===== config.mk =====
export PLATFORM = sky130hd
export DESIGN_NAME = fbdiv_dualmod
export DESIGN_NICKNAME = d
export VERILOG_FILES = /design/src/rtl/fbdiv_pkg.sv /design/src/rtl/fbdiv_ratio_clamp.sv /design/src/rtl/fbdiv_prescaler.sv /design/src/rtl/fbdiv_swallow.sv /design/src/rtl/fbdiv_dualmod.sv
export SDC_FILE = /design/constraint.sdc
export NUM_CORES = 1
export LEC_CHECK = 0
export CAP_MARGIN = 20
export CORE_UTILIZATION = 25
export CTS_CLUSTER_DIAMETER = 40
export DETAILED_ROUTE_END_ITERATION = 10
export GPL_TIMING_DRIVEN = 0
export PLACE_DENSITY_LB_ADDON = 0.1
export RECOVER_POWER = 100
export SYNTH_ARGS = -nofsm -noshare
export SYNTH_HDL_FRONTEND = slang
export SYNTH_SLANG_ARGS = --single-unit

===== constraint.sdc =====
create_clock -name clk_i -period 3.4 [get_ports clk_i]
set_input_delay 0.51 -clock clk_i [delete_from_list [all_inputs] [get_ports clk_i]]
set_output_delay 0.51 -clock clk_i [all_outputs]
set_load 0.05 [all_outputs]

===== src/rtl/fbdiv_pkg.sv =====
package fbdiv_pkg;
  typedef enum logic {
    PS_DIV_P  = 1'b0,
    PS_DIV_P1 = 1'b1
  } ps_mode_e;
endpackage


===== src/rtl/fbdiv_ratio_clamp.sv =====
module fbdiv_ratio_clamp #(
  parameter int N_W   = 11,
  parameter int P_LOG = 3,
  localparam int M_W  = N_W - P_LOG
) (
  input  logic [N_W-1:0]   ratio_i,
  output logic [M_W-1:0]   m_o,
  output logic [P_LOG-1:0] a_o
);
  localparam int P = 1 << P_LOG;
  localparam logic [N_W-1:0] N_MIN = N_W'(P * (P - 1));

  logic [N_W-1:0] eff;

  always_comb begin
    eff = (ratio_i < N_MIN) ? N_MIN : ratio_i;
    m_o = eff[N_W-1:P_LOG];
    a_o = eff[P_LOG-1:0];
  end
endmodule


===== src/rtl/fbdiv_prescaler.sv =====
module fbdiv_prescaler
  import fbdiv_pkg::*;
#(
  parameter int P_LOG = 3
) (
  input  logic     clk_i,
  input  logic     rst_ni,
  input  ps_mode_e mode_i,
  output logic     tick_o
);
  localparam int P = 1 << P_LOG;

  logic [P_LOG:0] cnt_q;
  logic [P_LOG:0] last;

  always_comb begin
    last   = (mode_i == PS_DIV_P1) ? (P_LOG+1)'(P) : (P_LOG+1)'(P - 1);
    tick_o = (cnt_q == last);
  end

  always_ff @(posedge clk_i or negedge rst_ni) begin
    if (!rst_ni)     cnt_q <= '0;
    else if (tick_o) cnt_q <= '0;
    else             cnt_q <= cnt_q + 1'b1;
  end

  // prescaler count never passes the divide-by-(P+1) limit
  a_r4_cnt_bound: assert property (@(posedge clk_i) disable iff (!rst_ni)
    cnt_q <= (P_LOG+1)'(P));

  // count advances by one until a prescaler cycle closes
  a_r4_cnt_step: assert property (@(posedge clk_i) disable iff (!rst_ni)
    !tick_o |=> cnt_q == $past(cnt_q) + 1'b1);
endmodule


===== src/rtl/fbdiv_swallow.sv =====
module fbdiv_swallow
  import fbdiv_pkg::*;
#(
  parameter int M_W   = 8,
  parameter int P_LOG = 3
) (
  input  logic             clk_i,
  input  logic             rst_ni,
  input  logic             tick_i,
  input  logic [M_W-1:0]   m_i,
  input  logic [P_LOG-1:0] a_i,
  output ps_mode_e         mode_o,
  output logic             frame_end_o
);
  logic [M_W-1:0]   m_q;
  logic [P_LOG-1:0] a_q;
  ps_mode_e         mode_q;

  assign frame_end_o = tick_i && (m_q == '0);
  assign mode_o      = mode_q;

  always_ff @(posedge clk_i or negedge rst_ni) begin
    if (!rst_ni) begin
      m_q    <= '0;
      a_q    <= '0;
      mode_q <= PS_DIV_P1;
    end else if (frame_end_o) begin
      m_q    <= m_i - 1'b1;
      a_q    <= a_i;
      mode_q <= (a_i != '0) ? PS_DIV_P1 : PS_DIV_P;
    end else if (tick_i) begin
      m_q    <= m_q - 1'b1;
      if (a_q != '0) a_q <= a_q - 1'b1;
      // a_q counts divide-by-(P+1) cycles left including the one just closed
      mode_q <= (a_q > P_LOG'(1)) ? PS_DIV_P1 : PS_DIV_P;
    end
  end

  // prescaler mode only moves at a prescaler cycle boundary
  a_r4_mode_hold: assert property (@(posedge clk_i) disable iff (!rst_ni)
    !tick_i |=> $stable(mode_q));

  // swallow cycles always fit inside the remaining program count
  a_r4_swallow_fits: assert property (@(posedge clk_i) disable iff (!rst_ni)
    int'(a_q) <= int'(m_q) + 1);

  // loaded ratio is held between prescaler ticks
  a_r6_load_hold: assert property (@(posedge clk_i) disable iff (!rst_ni)
    !tick_i |=> $stable(m_q) && $stable(a_q));

  // a fresh period opens in divide-by-(P+1) mode exactly when A is nonzero
  a_r4_first_mode: assert property (@(posedge clk_i) disable iff (!rst_ni)
    frame_end_o |=> ((mode_q == PS_DIV_P1) == (a_q != '0)));
endmodule


===== src/rtl/fbdiv_dualmod.sv =====
module fbdiv_dualmod
  import fbdiv_pkg::*;
#(
  parameter int N_W   = 11,
  parameter int P_LOG = 3
) (
  input  logic           clk_i,
  input  logic           rst_ni,
  input  logic [N_W-1:0] ratio_i,
  output logic           fb_o
);
  localparam int M_W = N_W - P_LOG;

  logic [M_W-1:0]   m_ld;
  logic [P_LOG-1:0] a_ld;
  ps_mode_e         mode;
  logic             tick;
  logic             frame_end;
  logic             fb_q;

  fbdiv_ratio_clamp #(.N_W(N_W), .P_LOG(P_LOG)) i_clamp (
    .ratio_i (ratio_i),
    .m_o     (m_ld),
    .a_o     (a_ld)
  );

  fbdiv_prescaler #(.P_LOG(P_LOG)) i_presc (
    .clk_i  (clk_i),
    .rst_ni (rst_ni),
    .mode_i (mode),
    .tick_o (tick)
  );

  fbdiv_swallow #(.M_W(M_W), .P_LOG(P_LOG)) i_swal (
    .clk_i       (clk_i),
    .rst_ni      (rst_ni),
    .tick_i      (tick),
    .m_i         (m_ld),
    .a_i         (a_ld),
    .mode_o      (mode),
    .frame_end_o (frame_end)
  );

  always_ff @(posedge clk_i or negedge rst_ni) begin
    if (!rst_ni) fb_q <= 1'b0;
    else         fb_q <= frame_end;
  end

  assign fb_o = fb_q;

  // output pulse lasts a single cycle
  a_r3_single_cycle: assert property (@(posedge clk_i) disable iff (!rst_ni)
    fb_o |=> !fb_o);

  // clamped split is always legal
  a_r5_legal_split: assert property (@(posedge clk_i) disable iff (!rst_ni)
    int'(m_ld) >= int'(a_ld));

  // output low right after reset
  a_r1_reset_low: assert property (@(posedge clk_i)
    !rst_ni |-> !fb_o);
endmodule


==> run metrics <==
run status complete, no violations; max-cap viol count 0; die footprint 0.00509 mm^2; layout cells sized above 1 0.144; Placed Area 0.00140 mm^2; maximum vdd drop 0.181 mV; DR vias 994; GPL Wtd Cong 0.759; Synthesis Warnings 0; DRT antenna net count 0; area delta synth->final 18.3%; sequential share of the synthesized area 0.355; highest routed layer met4; fin cells 191; CTS Buf Count 3; Async S/R FF share, synth 1.00; Layout Skew 0.00480 ns; DRC Markers 0; CTS tree built; ratio of final minimum period to clock period 0.826; Post-CTS Setup Inserts 0; R2R Setup Slk 0.60 ns; Hold Slack 0.516 ns; setup TNS 0 ns; total grt overflow 0; dpl cells 187; num rows 24; clk buf depth 2; # IOs 14; pre-CTS setup slack 0.515 ns; Iter 0 DRT Violations 36; Buffers on Ports 13; ys flop type dfrtp_1; Net count, final 158; critical path required time 3.54 ns; n_diodes 0; via-per-instance ratio 5.20; Final Hold Fails 0; CTS Hold Bufs 0; Syn Area/Cell 9.85 um^2; post-layout util 0.318; Die Wd 71.3 um; clk sinks 17; Reg clk slew, reported paths 0.08 ns; Setup WS post-layout 0.593 ns; hpwl dp 2240 um; Design Area, Final 0.00142 mm^2; first-pass GRT wire length 5030 um; Post-synth EDFFs 0; Starting Density 0.268; Final Setup Violations 0; PostCTS Resize Cnt 0; #FFs+latches synth 17; number of antenna violations at the first check in global routing 0; Slew HR 0.412; Final Critical Period 2.81 ns; max-slew violation count 0; Worst-Skew Late Latency 0.26 ns; LEAKAGE 0.572 nW; hold path start i_swal.a_q[1]; crit path kind input port to flop; Worst Hold Class flop to flop; met1 wire length 1420 um; Max H-tree Level 1; drt first pass iters 4; R2R Path Start i_swal.mode_o; Synth Net Count 140; synthesized cell area 0.00120 mm^2; root buf cell clkbuf_8; pwr dens 627 mW/mm^2; Gate Count Post-Synth 122; Vert. Die Dim 71.3 um; Core ar. 0.00447 mm^2; CP startpoint kind input port; Total Power 0.891 mW; pin count of the biggest net entering global routing 18; WL per Instance 15.6 um; met3 routed WL 95 um; Data arrival, critical path 2.95 ns; Max FO, Critical Path 5; vias in the first global route 1054; DRT Wirelength 2990 um; unrepaired setup endpoints after global routing false; Worst setup EP type flop; Cell variety after synth 51; crit path from ratio_i[8]; Worst Max-Slew Pin Slew 0.879 ns; total track usage 0.128; Achievable Freq 0.356 GHz; DR WL met2 1430 um
[sequential cells by signal, indices dropped and copies added (netlist names)]
| name | cells |
|---|---|
| fb_o | 1 |
| i_swal.m_q | 8 |
| i_swal.mode_o | 1 |
| i_presc.cnt_q | 4 |
| i_swal.a_q | 3 |
[kinds of logic after synthesis]
family,synth area share
flops,0.355
fa+ha+maj,0.0521
simple gates,0.185
mux,0.0271
xor+xnor,0.0146
buf+inv,0.0521
compound gates,0.314
[synth_stat cells (2+ instances only)]
cell type  instances  area, um^2
dfrtp_1           16         400
a21oi_1           11        55.1
inv_1              8        30.0
nor2_1             8        30.0
nand3_1            7        35.0
ha_1               5        62.6
nand2_1            4        15.0
o21ai_0            4        20.0
a21o_1             3        22.5
and3_1             3        18.8
nor3_1             3        15.0
or2_2              3        18.8
a22o_1             2        17.5
a31oi_1            2        12.5
mux2_2             2        22.5
nor4_1             2        12.5
nor4_2             2        25.0
o211ai_1           2        15.0
o311ai_0           2        17.5
xnor2_1            2        17.5
[report_power, final]
part           total [mW]  internal, mW  switching (mW)
clock network       0.160        0.0815          0.0788
registers           0.365         0.281          0.0848
logic               0.365         0.169           0.196
total               0.891         0.531           0.360
[critical path, cell delays in order]
cell and delay [ns]:
dlygate4sd3_1 0.60, nor4_1 0.74, a21o_1 0.21, a21oi_1 0.08, ha_1 0.22, nor2b_1 0.18
o21ai_0 0.09, o31ai_1 0.09, a22o_1 0.24
[cells in the final DEF (no fill, tap or decap), drive strengths merged, types with 2 or more instances in the layout]
cell type,Yosys,routed
nor2,8,8
clkdlybuf4s50,0,10
o21ai,5,5
clkinv,1,2
nand3,7,7
clkbuf,0,5
inv,8,8
xnor2,2,2
a21oi,12,12
and3,4,4
dfrtp,16,16
mux2,2,2
nor3,3,3
or2,3,3
o211ai,2,2
a22o,2,2
o2111ai,2,2
nor4,4,4
o311ai,2,2
dlygate4sd3,0,3
ha,5,5
nand2,5,5
a21o,3,3
a31oi,2,2
[final timing paths]
path | to | depth (start not counted)
setup / recovery | i_swal.m_q[2] | 9
hold / removal | i_swal.a_q[1] | 1
setup reg to reg | i_swal.m_q[2] | 10
hold reg to reg | i_swal.a_q[1] | 1
max in group asynchronous | i_swal.m_q[2] | 1
min in group asynchronous | i_swal.m_q[6] | 1
[routing by layer]
metal | vias up | GRT usage
li1 | 501 | -
met1 | 474 | 0.151
met2 | 15 | 0.224
met3 | 4 | 0.0267
met4 | 0 | 0.0556
met5 | - | 0
[final cells by class]
class | instances | area, um^2
well taps | 52 | 65.1
flip-flops and latches | 17 | 427
repair buffers | 13 | 130
clock buffers | 3 | 41.3
clock inverters | 1 | 5.00
inverters | 9 | 38.8
plain buffers | 3 | 12.5
multi-input cells | 93 | 702
fillers | 470 | 3050
No activity file was read; power rests on OpenSTA's default activity.
